## src/rtl/gpio_bank_pkg.sv

```systemverilog
package gpio_bank_pkg;
   localparam int REG_VALUE   = 'h00;
   localparam int REG_DIR     = 'h04;
   localparam int REG_LATCH   = 'h08;
   localparam int IRQ_BASE    = 'h10;
   localparam int IRQ_OFS_EN  = 'h00;
   localparam int IRQ_OFS_SA  = 'h04;
   localparam int IRQ_OFS_SB  = 'h08;
   localparam int IRQ_OFS_SC  = 'h0C;
   localparam int IRQ_OFS_ST  = 'h10;
   localparam int BUS_DW      = 32;

   typedef struct packed {
      logic sense_a;
      logic sense_b;
      logic sense_c;
   } trig_sel_t;
endpackage

```

## src/rtl/gpio_bank_sync.sv

```systemverilog
module gpio_bank_sync #(
   parameter int W      = 32,
   parameter int STAGES = 2
) (
   input  logic         clk,
   input  logic         rst_n,
   input  logic [W-1:0] d,
   output logic [W-1:0] q
);
   initial begin : p_param_chk
      assert (STAGES >= 2) else $error("sync needs at least two stages");
   end

   logic [W-1:0] chain [STAGES];

   genvar i;
   generate
      for (i = 0; i < STAGES; i++) begin : g_stage
         if (i == 0) begin : g_first
            always_ff @(posedge clk or negedge rst_n) begin
               if (!rst_n) chain[i] <= '0;
               else        chain[i] <= d;
            end
         end else begin : g_next
            always_ff @(posedge clk or negedge rst_n) begin
               if (!rst_n) chain[i] <= '0;
               else        chain[i] <= chain[i-1];
            end
         end
      end
   endgenerate

   assign q = chain[STAGES-1];
endmodule

```

## src/rtl/gpio_bank_detect.sv

```systemverilog
module gpio_bank_detect
   import gpio_bank_pkg::*;
#(
   parameter int W = 32
) (
   input  logic         clk,
   input  logic         rst_n,
   input  logic [W-1:0] lvl,
   input  logic [W-1:0] en,
   input  logic [W-1:0] sense_a,
   input  logic [W-1:0] sense_b,
   input  logic [W-1:0] sense_c,
   output logic [W-1:0] hit
);
   logic [W-1:0] prev_q;

   always_ff @(posedge clk or negedge rst_n) begin
      if (!rst_n) prev_q <= '0;
      else        prev_q <= lvl;
   end

   genvar p;
   generate
      for (p = 0; p < W; p++) begin : g_pin
         trig_sel_t sel;
         logic rise, fall, evt;
         assign sel  = '{sense_a: sense_a[p], sense_b: sense_b[p], sense_c: sense_c[p]};
         assign rise = lvl[p] & ~prev_q[p];
         assign fall = ~lvl[p] & prev_q[p];
         always_comb begin
            if (sel.sense_b)      evt = sel.sense_a ? lvl[p] : ~lvl[p];
            else if (sel.sense_c) evt = rise | fall;
            else                  evt = sel.sense_a ? rise : fall;
         end
         assign hit[p] = evt & en[p];
      end
   endgenerate

   // an edge-mode pin whose level is unchanged raises no hit
   AST_EDGE_NEEDS_CHANGE: assert property (@(posedge clk) disable iff (!rst_n)
      ((lvl == $past(lvl)) && (sense_b == '0)) |-> (hit == '0));
endmodule

```

## src/rtl/gpio_bank_regs.sv

```systemverilog
module gpio_bank_regs
   import gpio_bank_pkg::*;
#(
   parameter int NPINS = 32,
   parameter int AW    = 8
) (
   input  logic             clk,
   input  logic             rst_n,
   input  logic             bus_wr,
   input  logic [AW-1:0]    bus_addr,
   input  logic [BUS_DW-1:0] bus_wdata,
   output logic [BUS_DW-1:0] bus_rdata,
   input  logic [NPINS-1:0] lvl,
   input  logic [NPINS-1:0] hit,
   output logic [NPINS-1:0] latch_q,
   output logic [NPINS-1:0] dir_q,
   output logic [NPINS-1:0] en_q,
   output logic [NPINS-1:0] sa_q,
   output logic [NPINS-1:0] sb_q,
   output logic [NPINS-1:0] sc_q,
   output logic [NPINS-1:0] st_q
);
   localparam logic [AW-1:0] A_VAL = AW'(REG_VALUE);
   localparam logic [AW-1:0] A_DIR = AW'(REG_DIR);
   localparam logic [AW-1:0] A_LAT = AW'(REG_LATCH);
   localparam logic [AW-1:0] A_EN  = AW'(IRQ_BASE + IRQ_OFS_EN);
   localparam logic [AW-1:0] A_SA  = AW'(IRQ_BASE + IRQ_OFS_SA);
   localparam logic [AW-1:0] A_SB  = AW'(IRQ_BASE + IRQ_OFS_SB);
   localparam logic [AW-1:0] A_SC  = AW'(IRQ_BASE + IRQ_OFS_SC);
   localparam logic [AW-1:0] A_ST  = AW'(IRQ_BASE + IRQ_OFS_ST);

   logic [NPINS-1:0] wd;
   logic             wr_val, wr_dir, wr_en, wr_sa, wr_sb, wr_sc, wr_st;
   logic [NPINS-1:0] clr;

   assign wd     = bus_wdata[NPINS-1:0];
   assign wr_val = bus_wr && (bus_addr == A_VAL);
   assign wr_dir = bus_wr && (bus_addr == A_DIR);
   assign wr_en  = bus_wr && (bus_addr == A_EN);
   assign wr_sa  = bus_wr && (bus_addr == A_SA);
   assign wr_sb  = bus_wr && (bus_addr == A_SB);
   assign wr_sc  = bus_wr && (bus_addr == A_SC);
   assign wr_st  = bus_wr && (bus_addr == A_ST);
   assign clr    = wr_st ? wd : '0;

   always_ff @(posedge clk or negedge rst_n) begin
      if (!rst_n) begin
         latch_q <= '0;
         dir_q   <= '0;
         en_q    <= '0;
         sa_q    <= '0;
         sb_q    <= '0;
         sc_q    <= '0;
         st_q    <= '0;
      end else begin
         if (wr_val) latch_q <= wd;
         if (wr_dir) dir_q   <= wd;
         if (wr_en)  en_q    <= wd;
         if (wr_sa)  sa_q    <= wd;
         if (wr_sb)  sb_q    <= wd;
         if (wr_sc)  sc_q    <= wd;
         st_q <= (st_q & ~clr) | hit;
      end
   end

   always_comb begin
      bus_rdata = '0;
      case (bus_addr)
         A_VAL:   bus_rdata[NPINS-1:0] = lvl;
         A_DIR:   bus_rdata[NPINS-1:0] = dir_q;
         A_LAT:   bus_rdata[NPINS-1:0] = latch_q;
         A_EN:    bus_rdata[NPINS-1:0] = en_q;
         A_SA:    bus_rdata[NPINS-1:0] = sa_q;
         A_SB:    bus_rdata[NPINS-1:0] = sb_q;
         A_SC:    bus_rdata[NPINS-1:0] = sc_q;
         A_ST:    bus_rdata[NPINS-1:0] = st_q;
         default: bus_rdata = '0;
      endcase
   end

   AST_STATUS_NEEDS_EN: assert property (@(posedge clk) disable iff (!rst_n)
      (st_q & ~$past(st_q) & ~$past(en_q)) == '0);
   AST_ZERO_KEEPS_STATUS: assert property (@(posedge clk) disable iff (!rst_n)
      ($past(st_q) & ~st_q & ~$past(clr)) == '0);
   AST_LATCH_LOADS: assert property (@(posedge clk) disable iff (!rst_n)
      wr_val |=> (latch_q == $past(wd)));
   AST_DIR_LOADS: assert property (@(posedge clk) disable iff (!rst_n)
      wr_dir |=> (dir_q == $past(wd)));
endmodule

```

## src/rtl/gpio_irq_bank.sv

```systemverilog
module gpio_irq_bank
   import gpio_bank_pkg::*;
#(
   parameter int NPINS       = 32,
   parameter int AW          = 8,
   parameter int SYNC_STAGES = 2
) (
   input  logic              clk,
   input  logic              rst_n,
   input  logic              bus_wr,
   input  logic [AW-1:0]     bus_addr,
   input  logic [BUS_DW-1:0] bus_wdata,
   output logic [BUS_DW-1:0] bus_rdata,
   input  logic [NPINS-1:0]  pin_in,
   output logic [NPINS-1:0]  pin_out,
   output logic [NPINS-1:0]  pin_oe,
   output logic              irq
);
   initial begin : p_param_chk
      assert (NPINS >= 1 && NPINS <= BUS_DW) else $error("NPINS out of range");
      assert (AW >= 6) else $error("address too narrow for the map");
   end

   logic [NPINS-1:0] lvl, hit, en, sa, sb, sc, st;

   gpio_bank_sync #(.W(NPINS), .STAGES(SYNC_STAGES)) u_sync (
      .clk(clk), .rst_n(rst_n), .d(pin_in), .q(lvl));

   gpio_bank_detect #(.W(NPINS)) u_detect (
      .clk(clk), .rst_n(rst_n), .lvl(lvl), .en(en),
      .sense_a(sa), .sense_b(sb), .sense_c(sc), .hit(hit));

   gpio_bank_regs #(.NPINS(NPINS), .AW(AW)) u_regs (
      .clk(clk), .rst_n(rst_n), .bus_wr(bus_wr), .bus_addr(bus_addr),
      .bus_wdata(bus_wdata), .bus_rdata(bus_rdata), .lvl(lvl), .hit(hit),
      .latch_q(pin_out), .dir_q(pin_oe), .en_q(en), .sa_q(sa), .sb_q(sb),
      .sc_q(sc), .st_q(st));

   assign irq = |(st & en);

   AST_IRQ_NEEDS_EN: assert property (@(posedge clk) disable iff (!rst_n)
      (en == '0) |-> !irq);
   AST_IRQ_NEEDS_STATUS: assert property (@(posedge clk) disable iff (!rst_n)
      (st == '0) |-> !irq);
endmodule

```

## config.mk

```make
export PLATFORM = sky130hd
export DESIGN_NAME = gpio_irq_bank
export DESIGN_NICKNAME = d
export VERILOG_FILES = /design/src/rtl/gpio_bank_pkg.sv /design/src/rtl/gpio_bank_sync.sv /design/src/rtl/gpio_bank_detect.sv /design/src/rtl/gpio_bank_regs.sv /design/src/rtl/gpio_irq_bank.sv
export SDC_FILE = /design/constraint.sdc
export NUM_CORES = 1
export LEC_CHECK = 0
export BUFFER_PORTS_ARGS = -buffer_cell sky130_fd_sc_hd__buf_2
export CAP_MARGIN = 20
export CORE_ASPECT_RATIO = 0.9
export CORE_MARGIN = 2
export CORE_UTILIZATION = 54
export CTS_CLUSTER_DIAMETER = 100
export DETAILED_ROUTE_END_ITERATION = 10
export PLACE_DENSITY = 0.73
export SYNTH_ARGS = -nofsm -noshare
export SYNTH_HDL_FRONTEND = slang
export SYNTH_HIERARCHICAL = 1
export SYNTH_SLANG_ARGS = --single-unit
```

## constraint.sdc

```tcl
create_clock -name clk -period 1.85 [get_ports clk]
set_input_delay 0.185 -clock clk [delete_from_list [all_inputs] [get_ports clk]]
set_output_delay 0.185 -clock clk [all_outputs]
set_load 0.1 [all_outputs]
```

==> impl_metrics.ini <==
[grt]
groute.usage.overall_pct = 30.1
first_global_vias = 12600
grt_first_pass_wirelength_um = 71900
grt_max_degree = 76
antenna_found_initial = 2
overflow = 0

[clocking]
cts_root_buf = clkbuf_16
numCtsBuffers = 35
cts_htree_levels = 2
path_clk_slew_ps = 60
clk_path_buf_depth = 3
clock_latency_ps = 510
cts_tree = built
cts.sinks = 320

[layout]
finalNetCount = 1757
multi_input_area_um2 = 7970
drive_gt1_share_pct = 44.7
fillers = 1872
seqCellArea_um2 = 8010
syn2layout_area_growth_pct = 32.8
fin_area_um2 = 21100

[routing]
route.detailed.drc = 0
wl_um = 46100
drt_iter0_markers = 895
viasPerCell = 5.91
dr.pass1.iters = 7
antenna_left = 0
vias = 12000
wl_per_cell_um = 22.7

[status]
violations = setup timing
status = complete, but fails checks

[placed_design]
dpl-instance-area_um2 = 18800
gp_congestion = 0.851
port_buffers = 171
dp_hpwl_um = 29100

[timing]
setup_tns_ps = -6490
finalCritPeriodShare_pct = 125
relSlewSlack_pct = 60.6
fin_ws_ps = -464
setup_viol = 33
period_minus_slack_ps = 2310
rsz0062_at_grt = true
fmax_mhz = 432
hold_viol = 0
worst_slew_pin_slew_ps = 591
clock-skew-final_ps = 10.9
maxSlewViolCount = 0

[critical_path]
r2r_setup_slack_ps = 250
crit_arrival_ps = 2130
criticalPathCategory = flip-flop to output pin
critPathRequiredTime_ps = 1660
path_max_fanout = 2
startpoint_type = flip-flop
end_kind = output pin

[die]
ioPinCount = 172
start_util_pct = 54.9
num_rows = 59
dieArea_um2 = 30800
fp.dieH_um = 167
fp.dieW_um = 185
core_region_area_um2 = 28900

[synthesis]
synth_edf_count = 0
avgSynthCellArea_um2 = 12.2
synth_flop_cell = dfrtp_1
syn-cell-area_um2 = 15900
seq_area_frac_synth_pct = 50.4
syn_inst = 1301
synth_seq_cells = 320
netlist-cell-type-count = 41
syn_nets = 1440
yosys_warnings = 6
async_flop_share_pct = 100

[pwr]
vdd_drop_max_mv = 0.775
power.density_nw_per_um2 = 822
power.leakage_nw = 10.3
finalPower_mw = 17.4

[worst_hold_path]
hold_class = primary input to flip-flop

[flow_run]
maxCapViolCount = 0
## logic make-up after synthesis
family                   count (synthesis)  share of synthesized area (%)
flip-flops                             320                           50.4
AND/OR/NAND/NOR                        157                           5.23
AO/OA/AOI/OAI                          274                           11.9
adder cells (fa/ha/maj)                 64                           5.04
XOR/XNOR                                32                           1.76
buffers and inverters                  167                           5.34
multiplexers                           287                           20.3
## layout by cell type, fill, tap and decap left out, drive strengths merged, types with 2 or more instances in the layout
master	instances
nand4	4
a22o	32
nand3	2
dfrtp	320
dlygate4sd3	35
nor3	4
nand2	98
clkbuf	49
clkinvlp	2
mux2i	32
a21boi	32
and4	2
nor2b	2
nand3b	32
clkinv	5
o22ai	32
a21oi	32
xnor2	32
buf	347
or4	2
nand2b	2
nor4	4
a21o	32
a22oi	79
mux2	255
diode	2
ha	64
o21ai	34
inv	65
## path summary, 6_finish.rpt
path / startpoint / endpoint / cells after the start
worst max-delay path: u_regs/st_q[20]$_DFF_PN0_ / irq / 4
worst min-delay path: bus_wdata[4] / u_regs/en_q[4]$_DFFE_PN0P_ / 2
worst max register to register: u_sync/q[17]$_DFF_PN0_ / u_regs/st_q[17]$_DFF_PN0_ / 6
worst min register to register: u_sync/chain[58]$_DFF_PN0_ / u_sync/q[26]$_DFF_PN0_ / 0
max in group asynchronous: rst_n / u_regs/st_q[3]$_DFF_PN0_ / 3
min in group asynchronous: rst_n / u_regs/dir_q[6]$_DFFE_PN0P_ / 2
## power by group
| part | switching [mW] | internal [mW] | leakage (nW) |
|---|---|---|---|
| clock | 2.78 | 3.76 | 0.508 |
| combinational | 1.57 | 1.20 | 5.59 |
| sequential | 0.516 | 7.53 | 4.16 |
## sequential cells by signal, indices dropped and copies added, names as in the netlist
register	flops
u_detect/prev_q	32
u_regs/dir_q	32
u_regs/en_q	32
u_regs/latch_q	32
u_regs/sa_q	32
u_regs/sb_q	32
u_regs/sc_q	32
u_regs/st_q	32
u_sync/chain	32
u_sync/q	32
## cell type report
class | count | area share [%]
Sequential cell | 320 | 38.0
Multi-Input combinational cell | 814 | 37.8
Timing Repair Buffer | 382 | 15.8
Clock buffer | 49 | 4.74
Tap cell | 396 | 2.35
Inverter | 65 | 1.16
Clock inverter | 7 | 0.225
Antenna cell | 2 | 0.0237
## critical path: stages, from the launching register on
cell     delay (ps)
dfrtp_1         420
a22oi_1         300
nand4_1         140
or4_4           570
buf_12          190
## per-layer routing
layer	track usage [%]	wire length, um	vias to the layer above
met4	10.7	1280	0
met5	0	0	-
met2	48.0	22100	571
met1	41.8	19400	6081
met3	5.05	3370	101
li1	-	-	5264
## synthesized netlist by cell type, types with 9 or more instances
library cell	number	area, um2
buf_4	37	278
mux2i_1	32	320
a21oi_1	32	160
mux2_2	186	2090
mux2_1	59	664
a21o_1	32	240
dfrtp_1	320	8010
o21ai_1	32	160
mux2_4	10	150
a22oi_1	78	586
ha_1	64	801
buf_2	12	60.1
xnor2_1	32	280
inv_1	65	244
nand2_1	98	368
clkbuf_1	38	143
nand3b_1	32	240
a22o_1	32	280
a21boi_1	32	240
o22ai_1	32	200
buf_6	9	101
## stage by stage
| stage | utilization (%) | hold slack (ps) | std cells | setup slack, ps |
|---|---|---|---|---|
| 2_1_floorplan | - | -111 | 1301 | -146 |
| 3_3_place_gp | 65.1 | 126 | 1891 | -310 |
| 3_5_place_dp | 65.1 | 125 | 1891 | -305 |
| 4_1_cts | 72.9 | 6.68 | 2031 | -484 |
| 5_1_grt | 73.0 | 17.5 | 2035 | -504 |
| 6_report | 73.0 | 12.4 | 2035 | -464 |
## repair_timing
action                                  CTS  global route
resized for setup                       104             7
hold endpoints to repair                123             0
gates cloned                              2             0
hold buffers                             35             0
setup buffers                            47             5
pin swaps                                55            20
endpoints found under the setup margin   33            67
(Power assumes the default switching activity.)
